==> config.mk <==
export PLATFORM = sky130hd
export DESIGN_NAME = gpio_irq_ctrl
export DESIGN_NICKNAME = d
export VERILOG_FILES = /design/src/rtl/gpio_irq_pkg.sv /design/src/rtl/gpio_sync.sv /design/src/rtl/gpio_edge_evt.sv /design/src/rtl/gpio_regs.sv /design/src/rtl/gpio_irq_ctrl.sv
export SDC_FILE = /design/constraint.sdc
export NUM_CORES = 1
export LEC_CHECK = 0
export BUFFER_PORTS_ARGS = -buffer_cell sky130_fd_sc_hd__buf_4
export CORE_ASPECT_RATIO = 0.5
export CORE_MARGIN = 8
export CORE_UTILIZATION = 40
export CTS_BUF_LIST = sky130_fd_sc_hd__clkbuf_16
export CTS_CLUSTER_SIZE = 8
export DETAILED_ROUTE_END_ITERATION = 10
export GPL_TIMING_DRIVEN = 0
export PLACE_DENSITY = 0.68
export SYNTH_ARGS = -nofsm -noshare
export SYNTH_HDL_FRONTEND = slang
export SYNTH_SLANG_ARGS = --single-unit
==> constraint.sdc <==
create_clock -name clk_i -period 3.6 [get_ports clk_i]
set_input_delay 0.36 -clock clk_i [delete_from_list [all_inputs] [get_ports clk_i]]
set_output_delay 0.36 -clock clk_i [all_outputs]
set_load 0.05 [all_outputs]
==> src/rtl/gpio_irq_pkg.sv <==
package gpio_irq_pkg;
  localparam int BUS_AW = 8;

  localparam logic [BUS_AW-1:0] OFS_STAT = 8'h00;
  localparam logic [BUS_AW-1:0] OFS_GEN  = 8'h04;
  localparam logic [BUS_AW-1:0] OFS_DIN  = 8'h40;
  localparam logic [BUS_AW-1:0] OFS_DOUT = 8'h44;
  localparam logic [BUS_AW-1:0] OFS_OE   = 8'h48;
  localparam logic [BUS_AW-1:0] OFS_LPOL = 8'h50;
  localparam logic [BUS_AW-1:0] OFS_LMSK = 8'h54;
  localparam logic [BUS_AW-1:0] OFS_EVT  = 8'h58;
  localparam logic [BUS_AW-1:0] OFS_EMSK = 8'h5C;
  localparam logic [BUS_AW-1:0] OFS_EPOL = 8'h64;

  typedef enum logic [3:0] {
    SEL_NONE, SEL_STAT, SEL_GEN, SEL_DIN, SEL_DOUT, SEL_OE,
    SEL_LPOL, SEL_LMSK, SEL_EVT, SEL_EMSK, SEL_EPOL
  } reg_sel_e;

  function automatic reg_sel_e decode(input logic [BUS_AW-1:0] a);
    case (a)
      OFS_STAT: decode = SEL_STAT;
      OFS_GEN:  decode = SEL_GEN;
      OFS_DIN:  decode = SEL_DIN;
      OFS_DOUT: decode = SEL_DOUT;
      OFS_OE:   decode = SEL_OE;
      OFS_LPOL: decode = SEL_LPOL;
      OFS_LMSK: decode = SEL_LMSK;
      OFS_EVT:  decode = SEL_EVT;
      OFS_EMSK: decode = SEL_EMSK;
      OFS_EPOL: decode = SEL_EPOL;
      default:  decode = SEL_NONE;
    endcase
  endfunction
endpackage

==> src/rtl/gpio_sync.sv <==
module gpio_sync #(
  parameter int W      = 32,
  parameter int STAGES = 2
) (
  input  logic         clk_i,
  input  logic         rst_ni,
  input  logic [W-1:0] d_i,
  output logic [W-1:0] q_o
);
  logic [W-1:0] stg_q [STAGES];

  for (genvar s = 0; s < STAGES; s++) begin : g_stage
    always_ff @(posedge clk_i or negedge rst_ni) begin
      if (!rst_ni) stg_q[s] <= '0;
      else if (s == 0) stg_q[s] <= d_i;
      else stg_q[s] <= stg_q[(s == 0) ? 0 : s-1];
    end
  end

  assign q_o = stg_q[STAGES-1];
endmodule

==> src/rtl/gpio_edge_evt.sv <==
module gpio_edge_evt #(
  parameter int W = 32
) (
  input  logic         clk_i,
  input  logic         rst_ni,
  input  logic [W-1:0] smp_i,
  input  logic [W-1:0] pol_i,   // 1 = falling
  input  logic [W-1:0] clr_i,
  output logic [W-1:0] evt_o
);
  logic [W-1:0] prv_q, evt_q, hit;

  always_comb hit = (smp_i & ~prv_q & ~pol_i) | (~smp_i & prv_q & pol_i);

  always_ff @(posedge clk_i or negedge rst_ni) begin
    if (!rst_ni) begin
      prv_q <= '0;
      evt_q <= '0;
    end else begin
      prv_q <= smp_i;
      evt_q <= (evt_q & ~clr_i) | hit;  // set beats clear
    end
  end

  assign evt_o = evt_q;

  assert_evt_hold_R6: assert property (@(posedge clk_i) disable iff (!rst_ni)
    (($past(evt_q) & ~$past(clr_i) & ~evt_q) == '0));

  assert_edge_wins_R6: assert property (@(posedge clk_i) disable iff (!rst_ni)
    (($past(hit) & ~evt_q) == '0));
endmodule

==> src/rtl/gpio_regs.sv <==
module gpio_regs
  import gpio_irq_pkg::*;
#(
  parameter int W  = 32,
  parameter int DW = 32
) (
  input  logic              clk_i,
  input  logic              rst_ni,
  input  logic              req_i,
  input  logic              we_i,
  input  logic [BUS_AW-1:0] addr_i,
  input  logic [DW-1:0]     wdata_i,
  output logic [DW-1:0]     rdata_o,
  input  logic [W-1:0]      din_i,
  input  logic [W-1:0]      evt_i,
  input  logic              stat_i,
  output logic [W-1:0]      dout_o,
  output logic [W-1:0]      oe_o,
  output logic [W-1:0]      lpol_o,
  output logic [W-1:0]      lmsk_o,
  output logic [W-1:0]      emsk_o,
  output logic [W-1:0]      epol_o,
  output logic              gen_o,
  output logic [W-1:0]      evt_clr_o
);
  reg_sel_e     sel;
  logic         wr, rd;
  logic [W-1:0] wd;
  logic [W-1:0] dout_q, oe_q, lpol_q, lmsk_q, emsk_q, epol_q;
  logic         gen_q;

  assign sel = decode(addr_i);
  assign wr  = req_i & we_i;
  assign rd  = req_i & ~we_i;
  assign wd  = wdata_i[W-1:0];

  if (W < DW) begin : g_unused
    logic unused_wd;
    assign unused_wd = ^wdata_i[DW-1:W];
  end

  always_ff @(posedge clk_i or negedge rst_ni) begin
    if (!rst_ni) begin
      dout_q <= '0;
      oe_q   <= '0;
      lpol_q <= '0;
      lmsk_q <= '0;
      emsk_q <= '0;
      epol_q <= '0;
      gen_q  <= 1'b0;
    end else if (wr) begin
      case (sel)
        SEL_GEN:  gen_q  <= wd[0];
        SEL_DOUT: dout_q <= wd;
        SEL_OE:   oe_q   <= wd;
        SEL_LPOL: lpol_q <= wd;
        SEL_LMSK: lmsk_q <= wd;
        SEL_EMSK: emsk_q <= wd;
        SEL_EPOL: epol_q <= wd;
        default: ;
      endcase
    end
  end

  assign evt_clr_o = (wr && sel == SEL_EVT) ? wd : '0;

  always_comb begin
    rdata_o = '0;
    if (rd) begin
      case (sel)
        SEL_STAT: rdata_o = DW'(stat_i);
        SEL_GEN:  rdata_o = DW'(gen_q);
        SEL_DIN:  rdata_o = DW'(din_i);
        SEL_DOUT: rdata_o = DW'(dout_q);
        SEL_OE:   rdata_o = DW'(oe_q);
        SEL_LPOL: rdata_o = DW'(lpol_q);
        SEL_LMSK: rdata_o = DW'(lmsk_q);
        SEL_EVT:  rdata_o = DW'(evt_i);
        SEL_EMSK: rdata_o = DW'(emsk_q);
        SEL_EPOL: rdata_o = DW'(epol_q);
        default:  rdata_o = '0;
      endcase
    end
  end

  assign dout_o = dout_q;
  assign oe_o   = oe_q;
  assign lpol_o = lpol_q;
  assign lmsk_o = lmsk_q;
  assign emsk_o = emsk_q;
  assign epol_o = epol_q;
  assign gen_o  = gen_q;

  assert_unmapped_zero_R10: assert property (@(posedge clk_i) disable iff (!rst_ni)
    (rd && addr_i != OFS_STAT && addr_i != OFS_GEN && addr_i[7:6] != 2'b01)
      |-> (rdata_o == '0));

  assert_cfg_stable_R2: assert property (@(posedge clk_i) disable iff (!rst_ni)
    !$past(wr) |-> ($stable(oe_q) && $stable(dout_q)));
endmodule

==> src/rtl/gpio_irq_ctrl.sv <==
module gpio_irq_ctrl
  import gpio_irq_pkg::*;
#(
  parameter int NPINS = 32,
  parameter int DW    = 32,
  parameter int SYNC  = 2
) (
  input  logic              clk_i,
  input  logic              rst_ni,
  input  logic              req_i,
  input  logic              we_i,
  input  logic [BUS_AW-1:0] addr_i,
  input  logic [DW-1:0]     wdata_i,
  output logic [DW-1:0]     rdata_o,
  input  logic [NPINS-1:0]  pin_i,
  output logic [NPINS-1:0]  pin_o,
  output logic [NPINS-1:0]  pin_oe_o,
  output logic              irq_o
);
  logic [NPINS-1:0] din, evt, evt_clr;
  logic [NPINS-1:0] dout, oe, lpol, lmsk, emsk, epol;
  logic [NPINS-1:0] pend_lvl, pend_edg;
  logic             gen, stat;

  gpio_sync #(.W(NPINS), .STAGES(SYNC)) u_sync (
    .clk_i, .rst_ni, .d_i(pin_i), .q_o(din)
  );

  gpio_edge_evt #(.W(NPINS)) u_evt (
    .clk_i, .rst_ni, .smp_i(din), .pol_i(epol), .clr_i(evt_clr), .evt_o(evt)
  );

  gpio_regs #(.W(NPINS), .DW(DW)) u_regs (
    .clk_i, .rst_ni, .req_i, .we_i, .addr_i, .wdata_i, .rdata_o,
    .din_i(din), .evt_i(evt), .stat_i(stat),
    .dout_o(dout), .oe_o(oe), .lpol_o(lpol), .lmsk_o(lmsk),
    .emsk_o(emsk), .epol_o(epol), .gen_o(gen), .evt_clr_o(evt_clr)
  );

  assign pend_lvl = (din ^ lpol) & lmsk;
  assign pend_edg = evt & emsk;
  assign stat     = |(pend_lvl | pend_edg);
  assign irq_o    = stat & gen;
  assign pin_o    = dout & oe;
  assign pin_oe_o = oe;

  assert_irq_gated_R9: assert property (@(posedge clk_i) disable iff (!rst_ni)
    irq_o |-> (gen && (pend_lvl != '0 || pend_edg != '0)));
endmodule

Word level (Yosys, flattened, before mapping)
Cells that the tools add are included.
{ "totals": {"regBits": 321, "word_cells": 64, "input_bits": 76} }
{ "op_classes": {"mux": 4, "bitwise": 20, "reduce_logical": 10, "eq_ne": 19} }
{ "ops": {"columns": ["operator", "n"], "rows": [
  ["$pmux 32 s10", 1],
  ["$and 32x32->32", 8],
  ["$not 32->32", 4],
  ["$or 32x32->32", 3],
  ["$eq 8x7->1 const B", 8],
  ["$mux 32", 2],
  ["$pmux 4 s10", 1],
  ["$reduce_or 32->1", 1],
  ["$xor 32x32->32", 1],
  ["$eq 4x3->1 const B", 4],
  ["$reduce_and 2->1", 7],
  ["$eq 4x4->1 const B", 3],
  ["$eq 4x2->1 const B", 2],
  ["$eq 8x3->1 const B", 1],
  ["$logic_not 8->1", 1],
  ["$eq 4x1->1 const B", 1],
  ["$and 1x1->1", 3],
  ["$logic_and 1x1->1", 1],
  ["$not 1->1", 1]
]} }

Longest topological paths before layout
Gate-level depths: netlist (run 1).
{ "depth": {"word_depth": 8, "mapped_depth": 9, "ltp_nobuf": 6} }

Cells and area by module
From an unflattened synthesis (run 1), not the netlist that was laid out.
{ "unflattened": {"cells_unflattened": 1173, "area_unflattened_um2": 14789.2} }
{ "by_module_without_submodules": {"columns": ["mod", "n_inst", "cells_each", "area_per_inst_um2"], "rows": [
  ["gpio_regs", 1, 774, 9735.6],
  ["gpio_edge_evt", 1, 192, 2403.6],
  ["gpio_sync", 1, 96, 1841.8],
  ["gpio_irq_ctrl", 1, 111, 808.3]
]} }

Least setup slack after synthesis (run 1)
OpenSTA, ideal clock, no wires.
{ "synth_path": {"kind": "input to output", "start": "input port addr_i[2]", "end": "output port rdata_o[17]", "arrival_time_ps": 2183, "n_path_buf": 2, "cell_stages": 8, "setup_slack_ps": 1057, "cell_sequence": "buf_2 -> nor4_1 -> nand2b_1 -> nor2_4 -> buf_2 -> a22oi_1 -> nand2_1 -> o31a_1"} }
{ "synth_between": {"elab_chain_cells": 5, "elab_cells_between_ends": 23, "classes_between": "eq/ne: 19; mux: 3; reduce/logical: 1"} }
{ "synth_lines": {"columns": ["element", "line_no", "source"], "rows": [
  ["from (decl)", "gpio_irq_ctrl.sv:12", "input logic [BUS_AW-1:0] addr_i,"],
  ["$eq 8x7->1 (tied with other cells)", "gpio_irq_pkg.sv:21", "case (a)"],
  ["$pmux 4 s10 (*)", "gpio_irq_pkg.sv:21", null],
  ["$eq 4x4->1 (tied with other cells)", "gpio_regs.sv:70", "case (sel)"],
  ["$pmux 32 s10 (*)", "gpio_regs.sv:70", null],
  ["$mux 32 (*)", "gpio_regs.sv:69", "if (rd) begin"],
  ["to (decl)", "gpio_irq_ctrl.sv:14", "output logic [DW-1:0] rdata_o,"]
]} }
Every way passes the cells marked *; elsewhere a longest branch is shown, timed or not.

Worst setup path after layout (run 1)
{ "layout_path": {"start": "input port addr_i[1]", "end": "output port rdata_o[0]"} }
The elaborated chain is that of the path after synthesis.

==> flow_results.xml, run 1 <==
<?xml version="1.0" encoding="UTF-8"?>
<metrics>
  <group name="synth">
    <metric name="synth_compound_area_frac" unit="">0.147</metric>
    <metric name="synthCells" unit="">1279</metric>
    <metric name="synth-simple-area-share" unit="">0.115</metric>
    <metric name="synthesis.area" unit="um^2">14000</metric>
    <metric name="sequential_cell_area_fraction_in_the_yosys_report" unit="">0.573</metric>
    <metric name="muxShareOfSynthArea" unit="">0.115</metric>
    <metric name="netlist_top_cells_area" unit="">dfrtp_1 57%, mux2_2 8.1%, nand2_1 6.0%, a22oi_1 4.7%, o21ai_0 3.3%</metric>
    <metric name="post_synthesis_net_count" unit="">1355</metric>
    <metric name="synth.yosys.warnings" unit="">0</metric>
    <metric name="synthFlopType" unit="">dfrtp_1</metric>
    <metric name="synth_top_cell_area_share" unit="">0.573</metric>
    <metric name="synthArstFlopShare" unit="">1.00</metric>
    <metric name="yosys.cell_count.top_type" unit="">dfrtp_1</metric>
    <metric name="synth-xor-area-share" unit="">0.0200</metric>
    <metric name="synthDistinctLibCells" unit="">48</metric>
    <metric name="flops_latches_synth" unit="">321</metric>
    <metric name="post_synth_most_frequent_cells" unit="">321 x dfrtp_1, 225 x nand2_1, 101 x mux2_2, 91 x o21ai_0, 88 x a22oi_1</metric>
    <metric name="dominant_combinational_cell_family_by_area_after_synthesis" unit="">compound AO/OA/AOI/OAI gates</metric>
    <metric name="fraction_of_the_mapped_netlist_area_in_adder_cells" unit="">0</metric>
    <metric name="post-synth-top-area-cell" unit="">dfrtp_1</metric>
    <metric name="synth_enable_flop_cells" unit="">0</metric>
    <metric name="per_instance_average_area_after_synthesis" unit="um^2">11.0</metric>
  </group>
  <group name="critical_path">
    <metric name="timing.critical_path.fanout_max" unit="">10</metric>
    <metric name="setup.worst_path.start" unit="">addr_i[1]</metric>
    <metric name="critical_path.endpoint_type" unit="">output pin</metric>
    <metric name="reg2reg_to" unit="">u_regs.lmsk_o[27]</metric>
    <metric name="timing.reg2reg.setup_slack" unit="ps">2700</metric>
    <metric name="critPathKind" unit="">primary input to output pin</metric>
    <metric name="timing.critical_path.required" unit="ps">3240</metric>
    <metric name="worstRegToRegCells" unit="">1</metric>
    <metric name="r2r-start" unit="">u_regs.lmsk_o[27]</metric>
    <metric name="timing.critical_path.to" unit="">rdata_o[0]</metric>
    <metric name="worst_ep_arrival_time" unit="ps">3030</metric>
    <metric name="worstSetupStartpointType" unit="">primary input</metric>
  </group>
  <group name="detailed_routing">
    <metric name="via_per_inst" unit="">5.71</metric>
    <metric name="drt-total-wl" unit="um">46700</metric>
    <metric name="drt_pre_antenna_iters" unit="">6</metric>
    <metric name="drtIter0Drc" unit="">1241</metric>
    <metric name="detail-route-antenna-nets" unit="">0</metric>
    <metric name="detail_route.drc_violations" unit="">0</metric>
    <metric name="avgRoutedWirePerCell" unit="um">23.2</metric>
    <metric name="routed-via-count" unit="">11500</metric>
  </group>
  <group name="sta">
    <metric name="final.min_clock_period" unit="ps">3390</metric>
    <metric name="finalHoldViolCount" unit="">0</metric>
    <metric name="tightestPinTransition" unit="ps">1060</metric>
    <metric name="fin_hold_ws" unit="ps">71.4</metric>
    <metric name="fin_worst_skew" unit="ps">11.8</metric>
    <metric name="timing.final.setup_violations" unit="">0</metric>
    <metric name="fmax" unit="MHz">295</metric>
    <metric name="rsz0062_at_grt" unit="">false</metric>
    <metric name="final.period_utilization" unit="">0.942</metric>
    <metric name="slew-limit-headroom" unit="">0.294</metric>
    <metric name="finalMaxSlewViolations" unit="">0</metric>
  </group>
  <group name="layout">
    <metric name="instances_no_fill" unit="">2013</metric>
    <metric name="area_growth_syn_to_layout" unit="%">24.8</metric>
    <metric name="nFillCells" unit="">3100</metric>
    <metric name="multi_input_comb_area" unit="um^2">5560</metric>
    <metric name="layout.area.seq" unit="um^2">8030</metric>
    <metric name="drive_gt1_frac" unit="">0.232</metric>
    <metric name="final_net_count" unit="">1608</metric>
  </group>
  <group name="die">
    <metric name="boundaryPins" unit="">173</metric>
    <metric name="core_area" unit="um^2">34500</metric>
    <metric name="fp.dieArea" unit="um^2">41600</metric>
    <metric name="placementRows" unit="">48</metric>
    <metric name="initial_core_util" unit="">0.406</metric>
    <metric name="die-height" unit="um">148</metric>
    <metric name="chipWidth" unit="um">281</metric>
  </group>
  <group name="cts">
    <metric name="clock-root-buffer" unit="">clkbuf_16</metric>
    <metric name="tritoncts_num_sinks" unit="">321</metric>
    <metric name="htree_levels" unit="">2</metric>
    <metric name="clk_latency" unit="ps">550</metric>
    <metric name="cts_setup_buffers" unit="">0</metric>
    <metric name="tritoncts_clock_tree" unit="">done</metric>
    <metric name="cts-buffers-inserted" unit="">46</metric>
    <metric name="clkSlewWorstSetupHoldPaths" unit="ps">50</metric>
    <metric name="max-clock-path-buffers" unit="">3</metric>
  </group>
  <group name="power">
    <metric name="p_int" unit="W">0.00614</metric>
    <metric name="power.combinational.fraction" unit="">0.055</metric>
    <metric name="power_density" unit="nW/um^2">459</metric>
    <metric name="vdd.ir_drop.worst" unit="mV">0.248</metric>
    <metric name="power_leakage" unit="nW">8.37</metric>
    <metric name="power_frac_seq" unit="">0.476</metric>
    <metric name="clkPwrFrac" unit="">0.468</metric>
    <metric name="total_switching_power" unit="W">0.00189</metric>
    <metric name="p_sw_frac" unit="">0.235</metric>
  </group>
  <group name="status">
    <metric name="outcome" unit="">finished, final reports clean</metric>
  </group>
  <group name="place">
    <metric name="hpwl" unit="um">32300</metric>
    <metric name="globalplace.congestion" unit="">0.940</metric>
    <metric name="io_buffer_count" unit="">170</metric>
    <metric name="cell_count_after_placement" unit="">1926</metric>
  </group>
  <group name="global_routing">
    <metric name="grt_first_pass_wirelength" unit="um">69900</metric>
    <metric name="grt_pass1_vias" unit="">11500</metric>
    <metric name="grt_max_degree" unit="">118</metric>
    <metric name="grt.overflow.total" unit="">0</metric>
    <metric name="groute.usage.overall" unit="">0.219</metric>
    <metric name="grt_antenna_before_repair" unit="">3</metric>
  </group>
  <group name="flow_run">
    <metric name="maxCapViolations" unit="">0</metric>
  </group>
  <group name="hold_path">
    <metric name="worstHoldPathType" unit="">primary input to flip-flop</metric>
  </group>
</metrics>
## per-layer routing
layer | GRT usage | vias to the layer above | part of all wire
met3 | 0.0461 | 131 | 0.085
met5 | 0 | - | 0
met2 | 0.354 | 570 | 0.47
met1 | 0.285 | 5784 | 0.40
li1 | - | 5003 | -
met4 | 0.0910 | 0 | 0.036
## what timing repair did
item | 4_1_cts | 5_1_grt
resized for setup | 0 | 1
hold buffers | 33 | 0
hold endpoints to repair | 133 | 0
setup endpoints to repair | 0 | 14
## cells in the final DEF (no fill, tap or decap), drive strengths merged, types with 35 or more instances in the layout
master | netlist | routed
inv | 32 | 35
mux2 | 132 | 132
nand2 | 226 | 226
dfrtp | 321 | 321
nor2 | 67 | 67
a22oi | 88 | 88
o21ai | 100 | 100
clkbuf | 42 | 88
buf | 25 | 197
a21oi | 41 | 41
## critical path, stage by stage
cell	delay, ps
buf_4	130
nor4_4	440
and3_1	220
clkbuf_1	330
clkbuf_1	730
a211oi_1	220
o21ai_0	130
o21a_1	240
buf_4	230
## final cells by class
| cell class | instances | area share |
|---|---|---|
| inverter | 32 | 0.00687 |
| antenna | 3 | 0.000429 |
| multi-input combinational | 859 | 0.318 |
| clock buffer | 46 | 0.0658 |
| sequential | 321 | 0.459 |
| buffer | 67 | 0.0173 |
| timing repair buffer | 205 | 0.0955 |
| clock inverter | 5 | 0.00265 |
| tap | 475 | 0.0340 |
## power groups by stage
stage	logic, W	registers (W)	clock network (W)
after floorplan	0.000142	0.00388	0
after global routing	0.000482	0.00383	0.00396
after detailed placement	0.000412	0.00388	0
final	0.000442	0.00382	0.00376
after CTS	0.000442	0.00382	0.00379
after global placement	0.000397	0.00388	0
## metrics by stage
stage | total power [W] | utilization | worst slack [ps] | area, um^2 | setup TNS [ps]
floorplan | 0.00402 | - | 1060 | 14000 | 0
global placement | 0.00427 | 0.461 | -783 | 15900 | -243490
detailed placement | 0.00429 | 0.463 | 84.5 | 15900 | 0
CTS | 0.00806 | 0.507 | 66.3 | 17500 | 0
global route | 0.00827 | 0.507 | 109 | 17500 | 0
finish | 0.00803 | 0.507 | 207 | 17500 | 0
## flip-flops by register name (all words and copies together) (netlist names)
name           cells
u_sync.stg_q      32
u_regs.epol_o     32
u_regs.lpol_o     32
u_regs.oe_o       32
u_regs.emsk_o     32
u_evt.evt_o       32
u_regs.lmsk_o     32
u_regs.dout_o     32
u_evt.prv_q       32
u_sync.q_o        32
u_regs.gen_o       1
## worst min-delay path by stage
| stage | startpoint | slack (ps) | cells after the start | end |
|---|---|---|---|---|
| final | wdata_i[12] | 70 | 2 | u_regs.lmsk_o[12] |
| after global routing | wdata_i[12] | 70 | 2 | u_regs.lmsk_o[12] |
| after CTS | wdata_i[26] | 60 | 2 | u_regs.lmsk_o[26] |
| after detailed placement | u_sync.stg_q[54] | 330 | 0 | u_sync.q_o[22] |
| after global placement | u_sync.stg_q[53] | 330 | 0 | u_sync.q_o[21] |
| after floorplan | rst_ni | 60 | 0 | u_evt.evt_o[0] |
## cell families after synthesis
group	count (synthesis)
flops	321
mux	144
compound gates	315
xor+xnor	32
buf+inv	99
simple gates	368
(Power assumes the default switching activity.)
==> run 2: changes to the inputs <==
--- a/config.mk
+++ b/config.mk
@@ -8,12 +8,12 @@
 export BUFFER_PORTS_ARGS = -buffer_cell sky130_fd_sc_hd__buf_4
 export CORE_ASPECT_RATIO = 0.5
 export CORE_MARGIN = 8
-export CORE_UTILIZATION = 40
+export CORE_UTILIZATION = 50
 export CTS_BUF_LIST = sky130_fd_sc_hd__clkbuf_16
 export CTS_CLUSTER_SIZE = 8
 export DETAILED_ROUTE_END_ITERATION = 10
 export GPL_TIMING_DRIVEN = 0
-export PLACE_DENSITY = 0.68
+export PLACE_DENSITY = 0.79
 export SYNTH_ARGS = -nofsm -noshare
 export SYNTH_HDL_FRONTEND = slang
 export SYNTH_SLANG_ARGS = --single-unit
==> flow_results.xml, run 2 (synthesis results as in run 1) <==
<?xml version="1.0" encoding="UTF-8"?>
<metrics>
  <group name="detailed_routing">
    <metric name="via_per_inst" unit="">6.14</metric>
    <metric name="routed-via-count" unit="">11800</metric>
    <metric name="detail_route.drc_violations" unit="">0</metric>
    <metric name="detail-route-antenna-nets" unit="">0</metric>
    <metric name="drtIter0Drc" unit="">1439</metric>
    <metric name="drt-total-wl" unit="um">47600</metric>
    <metric name="avgRoutedWirePerCell" unit="um">24.9</metric>
    <metric name="drt_pre_antenna_iters" unit="">6</metric>
  </group>
  <group name="sta">
    <metric name="finalMaxSlewViolations" unit="">0</metric>
    <metric name="fin_hold_ws" unit="ps">72.2</metric>
    <metric name="tns" unit="ps">0</metric>
    <metric name="rsz0062_at_grt" unit="">false</metric>
    <metric name="finalHoldViolCount" unit="">0</metric>
    <metric name="fmax" unit="MHz">290</metric>
    <metric name="slew-limit-headroom" unit="">0.267</metric>
    <metric name="final.min_clock_period" unit="ps">3450</metric>
    <metric name="final_critical_path_setup_slack" unit="ps">149</metric>
    <metric name="final.period_utilization" unit="">0.959</metric>
    <metric name="tightestPinTransition" unit="ps">1100</metric>
    <metric name="fin_worst_skew" unit="ps">18.9</metric>
    <metric name="timing.final.setup_violations" unit="">0</metric>
  </group>
  <group name="critical_path">
    <metric name="worst_ep_arrival_time" unit="ps">3090</metric>
    <metric name="reg2reg_to" unit="">u_regs.lmsk_o[27]</metric>
    <metric name="worstRegToRegCells" unit="">1</metric>
    <metric name="timing.critical_path.required" unit="ps">3240</metric>
    <metric name="critical_path.endpoint_type" unit="">output pin</metric>
    <metric name="timing.critical_path.fanout_max" unit="">10</metric>
    <metric name="critPathKind" unit="">primary input to output pin</metric>
    <metric name="timing.reg2reg.setup_slack" unit="ps">2650</metric>
    <metric name="setup.worst_path.start" unit="">addr_i[4]</metric>
    <metric name="worstSetupStartpointType" unit="">primary input</metric>
    <metric name="r2r-start" unit="">u_regs.lmsk_o[27]</metric>
    <metric name="timing.critical_path.to" unit="">rdata_o[19]</metric>
  </group>
  <group name="die">
    <metric name="initial_core_util" unit="">0.507</metric>
    <metric name="placementRows" unit="">43</metric>
    <metric name="core_area" unit="um^2">27700</metric>
    <metric name="die-height" unit="um">134</metric>
    <metric name="boundaryPins" unit="">173</metric>
    <metric name="chipWidth" unit="um">253</metric>
    <metric name="fp.dieArea" unit="um^2">34000</metric>
  </group>
  <group name="hold_path">
    <metric name="origin_of_the_worst_min_delay_path" unit="">wdata_i[14]</metric>
    <metric name="worstHoldPathType" unit="">primary input to flip-flop</metric>
  </group>
  <group name="cts">
    <metric name="clock-root-buffer" unit="">clkbuf_16</metric>
    <metric name="cts-buffers-inserted" unit="">46</metric>
    <metric name="cts_setup_buffers" unit="">0</metric>
    <metric name="clk_latency" unit="ps">550</metric>
    <metric name="clkSlewWorstSetupHoldPaths" unit="ps">50</metric>
    <metric name="tritoncts_num_sinks" unit="">321</metric>
    <metric name="max-clock-path-buffers" unit="">3</metric>
    <metric name="tritoncts_clock_tree" unit="">done</metric>
    <metric name="htree_levels" unit="">2</metric>
  </group>
  <group name="layout">
    <metric name="drive_gt1_frac" unit="">0.231</metric>
    <metric name="area_growth_syn_to_layout" unit="%">23.9</metric>
    <metric name="utilization_of_the_core_after_routing" unit="">0.628</metric>
    <metric name="top_library_cells_by_usage_in_the_layout_fill_and_taps_aside" unit="">321 x dfrtp_1, 225 x nand2_1, 170 x buf_4</metric>
    <metric name="leading_cell_type_in_the_layout_fill_and_taps_excluded" unit="">dfrtp_1</metric>
    <metric name="antennaDiodeCount" unit="">0</metric>
    <metric name="final_net_count" unit="">1608</metric>
  </group>
  <group name="place">
    <metric name="hpwl" unit="um">32600</metric>
    <metric name="dp_worst_setup_slack" unit="ps">-115</metric>
    <metric name="io_buffer_count" unit="">170</metric>
    <metric name="globalplace.congestion" unit="">0.928</metric>
  </group>
  <group name="status">
    <metric name="outcome" unit="">finished, final reports clean</metric>
  </group>
  <group name="power">
    <metric name="power_leakage" unit="nW">8.37</metric>
    <metric name="power_density" unit="nW/um^2">464</metric>
    <metric name="vdd.ir_drop.worst" unit="mV">0.280</metric>
    <metric name="totalPowerFinal" unit="W">0.00805</metric>
  </group>
  <group name="global_routing">
    <metric name="grt.overflow.total" unit="">0</metric>
    <metric name="grt_max_degree" unit="">114</metric>
    <metric name="grt_first_pass_wirelength" unit="um">72000</metric>
    <metric name="grt_pass1_vias" unit="">12000</metric>
    <metric name="groute.usage.overall" unit="">0.276</metric>
    <metric name="grt_antenna_before_repair" unit="">0</metric>
  </group>
  <group name="flow_run">
    <metric name="maxCapViolations" unit="">0</metric>
  </group>
</metrics>
[run 2: how the worst min path moves through the flow]
stage / to / slack, ps / cells after the start
final: u_regs.lmsk_o[14] / 70 / 2
after global routing: u_regs.lmsk_o[22] / 80 / 2
after detailed placement: u_sync.q_o[19] / 330 / 0
after CTS: u_regs.lmsk_o[22] / 60 / 2
after global placement: u_sync.q_o[23] / 330 / 0
after floorplan: u_evt.evt_o[0] / 60 / 0
[run 2: layout make-up]
class                   instances  area, um^2
well taps                     382         478
clock inverters                 3        21.3
plain buffers                  67         303
inverters                      32         120
repair buffers                205        1670
fillers                      2181       10300
flip-flops and latches        321        8030
clock buffers                  47        1180
multi-input cells             859        5560
[run 2: where the power goes]
part | total [W] | switching, W | internal [W]
clock | 0.00377 | 0.00149 | 0.00228
sequential | 0.00382 | 0.000104 | 0.00372
combinational | 0.000450 | 0.000278 | 0.000172
[run 2: layer usage]
layer  GRT usage  routed length (um)
met5           0                   0
met4       0.122                1860
met3      0.0803                5050
met2       0.426               21800
met1       0.359               18900
[run 2: repair_timing]
item,in CTS,in global routing
endpoints found under the setup margin,10,0
endpoints found under the hold margin,133,0
gates resized for setup,1,0
hold buffers,33,0
[run 2: metrics by stage]
step | area [um^2] | instances
global placement | 15800 | 1831
floorplan | 14000 | 1279
CTS | 17400 | 1916
detailed placement | 15800 | 1833
finish | 17400 | 1916
global route | 17400 | 1916
[run 2: worst max-delay path, cell delays in order]
cell	delay, ps
buf_4	110
buf_2	170
nor4_2	770
nand2b_1	230
nor2_4	370
buf_2	420
a22oi_1	130
nand2_1	120
o31a_1	180
buf_4	220
==> run 3: changes to the inputs <==
--- a/config.mk
+++ b/config.mk
@@ -13,7 +13,7 @@
 export CTS_CLUSTER_SIZE = 8
 export DETAILED_ROUTE_END_ITERATION = 10
 export GPL_TIMING_DRIVEN = 0
-export PLACE_DENSITY = 0.79
+export PLACE_DENSITY = 0.82
 export SYNTH_ARGS = -nofsm -noshare
 export SYNTH_HDL_FRONTEND = slang
 export SYNTH_SLANG_ARGS = --single-unit
==> constraint.sdc (replaced) <==
create_clock -name clk_i -period 3 [get_ports clk_i]
set_input_delay 0.3 -clock clk_i [delete_from_list [all_inputs] [get_ports clk_i]]
set_output_delay 0.3 -clock clk_i [all_outputs]
set_load 0.05 [all_outputs]
==> flow_results.xml, run 3 (synthesis results as in run 1) <==
<?xml version="1.0" encoding="UTF-8"?>
<metrics>
  <group name="sta">
    <metric name="final.period_utilization" unit="">0.987</metric>
    <metric name="fin_worst_skew" unit="ps">14.6</metric>
    <metric name="final.min_clock_period" unit="ps">2960</metric>
    <metric name="finalHoldViolCount" unit="">0</metric>
    <metric name="fmax" unit="MHz">338</metric>
    <metric name="rsz0062_at_grt" unit="">true</metric>
    <metric name="tightestPinTransition" unit="ps">1070</metric>
    <metric name="slew-limit-headroom" unit="">0.290</metric>
    <metric name="finalMaxSlewViolations" unit="">0</metric>
    <metric name="timing.final.setup_violations" unit="">0</metric>
  </group>
  <group name="critical_path">
    <metric name="critical_path.endpoint_type" unit="">output pin</metric>
    <metric name="worstSetupStartpointType" unit="">primary input</metric>
    <metric name="timing.critical_path.required" unit="ps">2700</metric>
    <metric name="worst_ep_arrival_time" unit="ps">2660</metric>
    <metric name="critPathKind" unit="">primary input to output pin</metric>
    <metric name="timing.critical_path.fanout_max" unit="">10</metric>
  </group>
  <group name="detailed_routing">
    <metric name="drt_pre_antenna_iters" unit="">8</metric>
    <metric name="avgRoutedWirePerCell" unit="um">25.0</metric>
    <metric name="detail-route-antenna-nets" unit="">0</metric>
    <metric name="drtIter0Drc" unit="">1555</metric>
    <metric name="routed-via-count" unit="">12000</metric>
    <metric name="detail_route.drc_violations" unit="">0</metric>
    <metric name="via_per_inst" unit="">6.25</metric>
    <metric name="drt-total-wl" unit="um">48100</metric>
  </group>
  <group name="layout">
    <metric name="antennaDiodeCount" unit="">0</metric>
    <metric name="final_net_count" unit="">1612</metric>
    <metric name="area_growth_syn_to_layout" unit="%">24.8</metric>
    <metric name="nFillCells" unit="">2121</metric>
    <metric name="multi_input_comb_area" unit="um^2">5620</metric>
    <metric name="layout.area.seq" unit="um^2">8030</metric>
    <metric name="layout.cell_area.non_filler" unit="um^2">17500</metric>
    <metric name="drive_gt1_frac" unit="">0.242</metric>
    <metric name="leading_cell_type_in_the_layout_fill_and_taps_excluded" unit="">dfrtp_1</metric>
    <metric name="top_library_cells_by_usage_in_the_layout_fill_and_taps_aside" unit="">321 x dfrtp_1, 225 x nand2_1, 170 x buf_4</metric>
  </group>
  <group name="die">
    <metric name="placementRows" unit="">43</metric>
    <metric name="fp.dieArea" unit="um^2">34000</metric>
    <metric name="die-height" unit="um">134</metric>
    <metric name="chipWidth" unit="um">253</metric>
    <metric name="core_area" unit="um^2">27700</metric>
    <metric name="boundaryPins" unit="">173</metric>
    <metric name="initial_core_util" unit="">0.507</metric>
  </group>
  <group name="power">
    <metric name="totalPowerFinal" unit="W">0.00966</metric>
    <metric name="power_density" unit="nW/um^2">552</metric>
    <metric name="vdd.ir_drop.worst" unit="mV">0.388</metric>
    <metric name="power_leakage" unit="nW">8.45</metric>
  </group>
  <group name="cts">
    <metric name="cts-buffers-inserted" unit="">46</metric>
    <metric name="tritoncts_clock_tree" unit="">done</metric>
    <metric name="clk_latency" unit="ps">550</metric>
    <metric name="htree_levels" unit="">2</metric>
    <metric name="clock-root-buffer" unit="">clkbuf_16</metric>
    <metric name="clkSlewWorstSetupHoldPaths" unit="ps">50</metric>
    <metric name="tritoncts_num_sinks" unit="">321</metric>
    <metric name="max-clock-path-buffers" unit="">3</metric>
  </group>
  <group name="global_routing">
    <metric name="grt_pass1_vias" unit="">12000</metric>
    <metric name="grt_first_pass_wirelength" unit="um">71600</metric>
    <metric name="grt_max_degree" unit="">120</metric>
    <metric name="groute.usage.overall" unit="">0.276</metric>
    <metric name="grt.overflow.total" unit="">0</metric>
    <metric name="grt_antenna_before_repair" unit="">0</metric>
  </group>
  <group name="place">
    <metric name="globalplace.congestion" unit="">0.936</metric>
    <metric name="hpwl" unit="um">32700</metric>
    <metric name="io_buffer_count" unit="">170</metric>
    <metric name="placedInstanceArea" unit="um^2">15900</metric>
  </group>
  <group name="flow_run">
    <metric name="maxCapViolations" unit="">0</metric>
  </group>
  <group name="status">
    <metric name="outcome" unit="">finished, final reports clean</metric>
  </group>
  <group name="hold_path">
    <metric name="worstHoldPathType" unit="">primary input to flip-flop</metric>
  </group>
</metrics>
run 3: final cells by class:
class | count | area share
sequential | 321 | 0.459
buffer | 67 | 0.0184
multi-input combinational | 859 | 0.321
tap | 382 | 0.0273
clock inverter | 5 | 0.00265
timing repair buffer | 209 | 0.0987
inverter | 32 | 0.00687
clock buffer | 46 | 0.0658
run 3: through the flow:
stage | setup WS [ps] | hold slack (ps) | std cells | util | TNS (ps)
after floorplan | 577 | 4.41 | 1279 | - | 0
after global placement | -1110 | 332 | 1831 | 0.570 | -356240
after detailed placement | -582 | 236 | 1834 | 0.573 | -20030
after CTS | 14.6 | 1.75 | 1921 | 0.631 | 0
after global routing | -34.7 | 4.64 | 1921 | 0.633 | -90.6
final | 37.5 | 12.2 | 1921 | 0.633 | 0
run 3: what timing repair did:
item | 4_1_cts | 5_1_grt
buffers inserted | 0 | 0
hold buffers | 36 | 0
gates resized for setup | 9 | 20
endpoints found under the hold margin | 88 | 0
endpoints found under the setup margin | 33 | 27
pin swaps | 0 | 0
run 3: per-layer routing:
layer | track usage | vias to the layer above | share of wire
met5 | 0 | - | 0
met4 | 0.123 | 0 | 0.041
met3 | 0.0805 | 178 | 0.12
met1 | 0.348 | 5967 | 0.37
li1 | - | 4990 | -
met2 | 0.438 | 865 | 0.47
run 3: where the power goes:
| part | internal (W) | leakage [nW] | switching [W] |
|---|---|---|---|
| clock | 0.00269 | 0.592 | 0.00181 |
| combinational | 0.000218 | 3.78 | 0.000341 |
| sequential | 0.00447 | 4.08 | 0.000126 |
| total | 0.00738 | 8.45 | 0.00228 |
run 3: path summary, 6_finish.rpt:
path                                   start                 to  slack (ps)  depth (start not counted)
setup / recovery                   addr_i[1]        rdata_o[24]          40                         10
hold / removal                    wdata_i[5]   u_regs.lmsk_o[5]          10                          2
setup reg to reg           u_regs.lmsk_o[27]  u_regs.lmsk_o[27]        2080                          1
hold reg to reg             u_sync.stg_q[49]     u_sync.q_o[17]         340                          0
max in group asynchronous             rst_ni    u_evt.evt_o[18]        1120                          5
min in group asynchronous             rst_ni   u_sync.stg_q[33]         250                          2
run 3: critical path, cell delays in order:
cell,delay [ps]
buf_4,130
or3b_2,460
clkbuf_1,220
nand2b_1,240
nor2_4,340
clkbuf_4,360
a22oi_1,100
nand2_1,80
o31a_1,180
buf_4,220
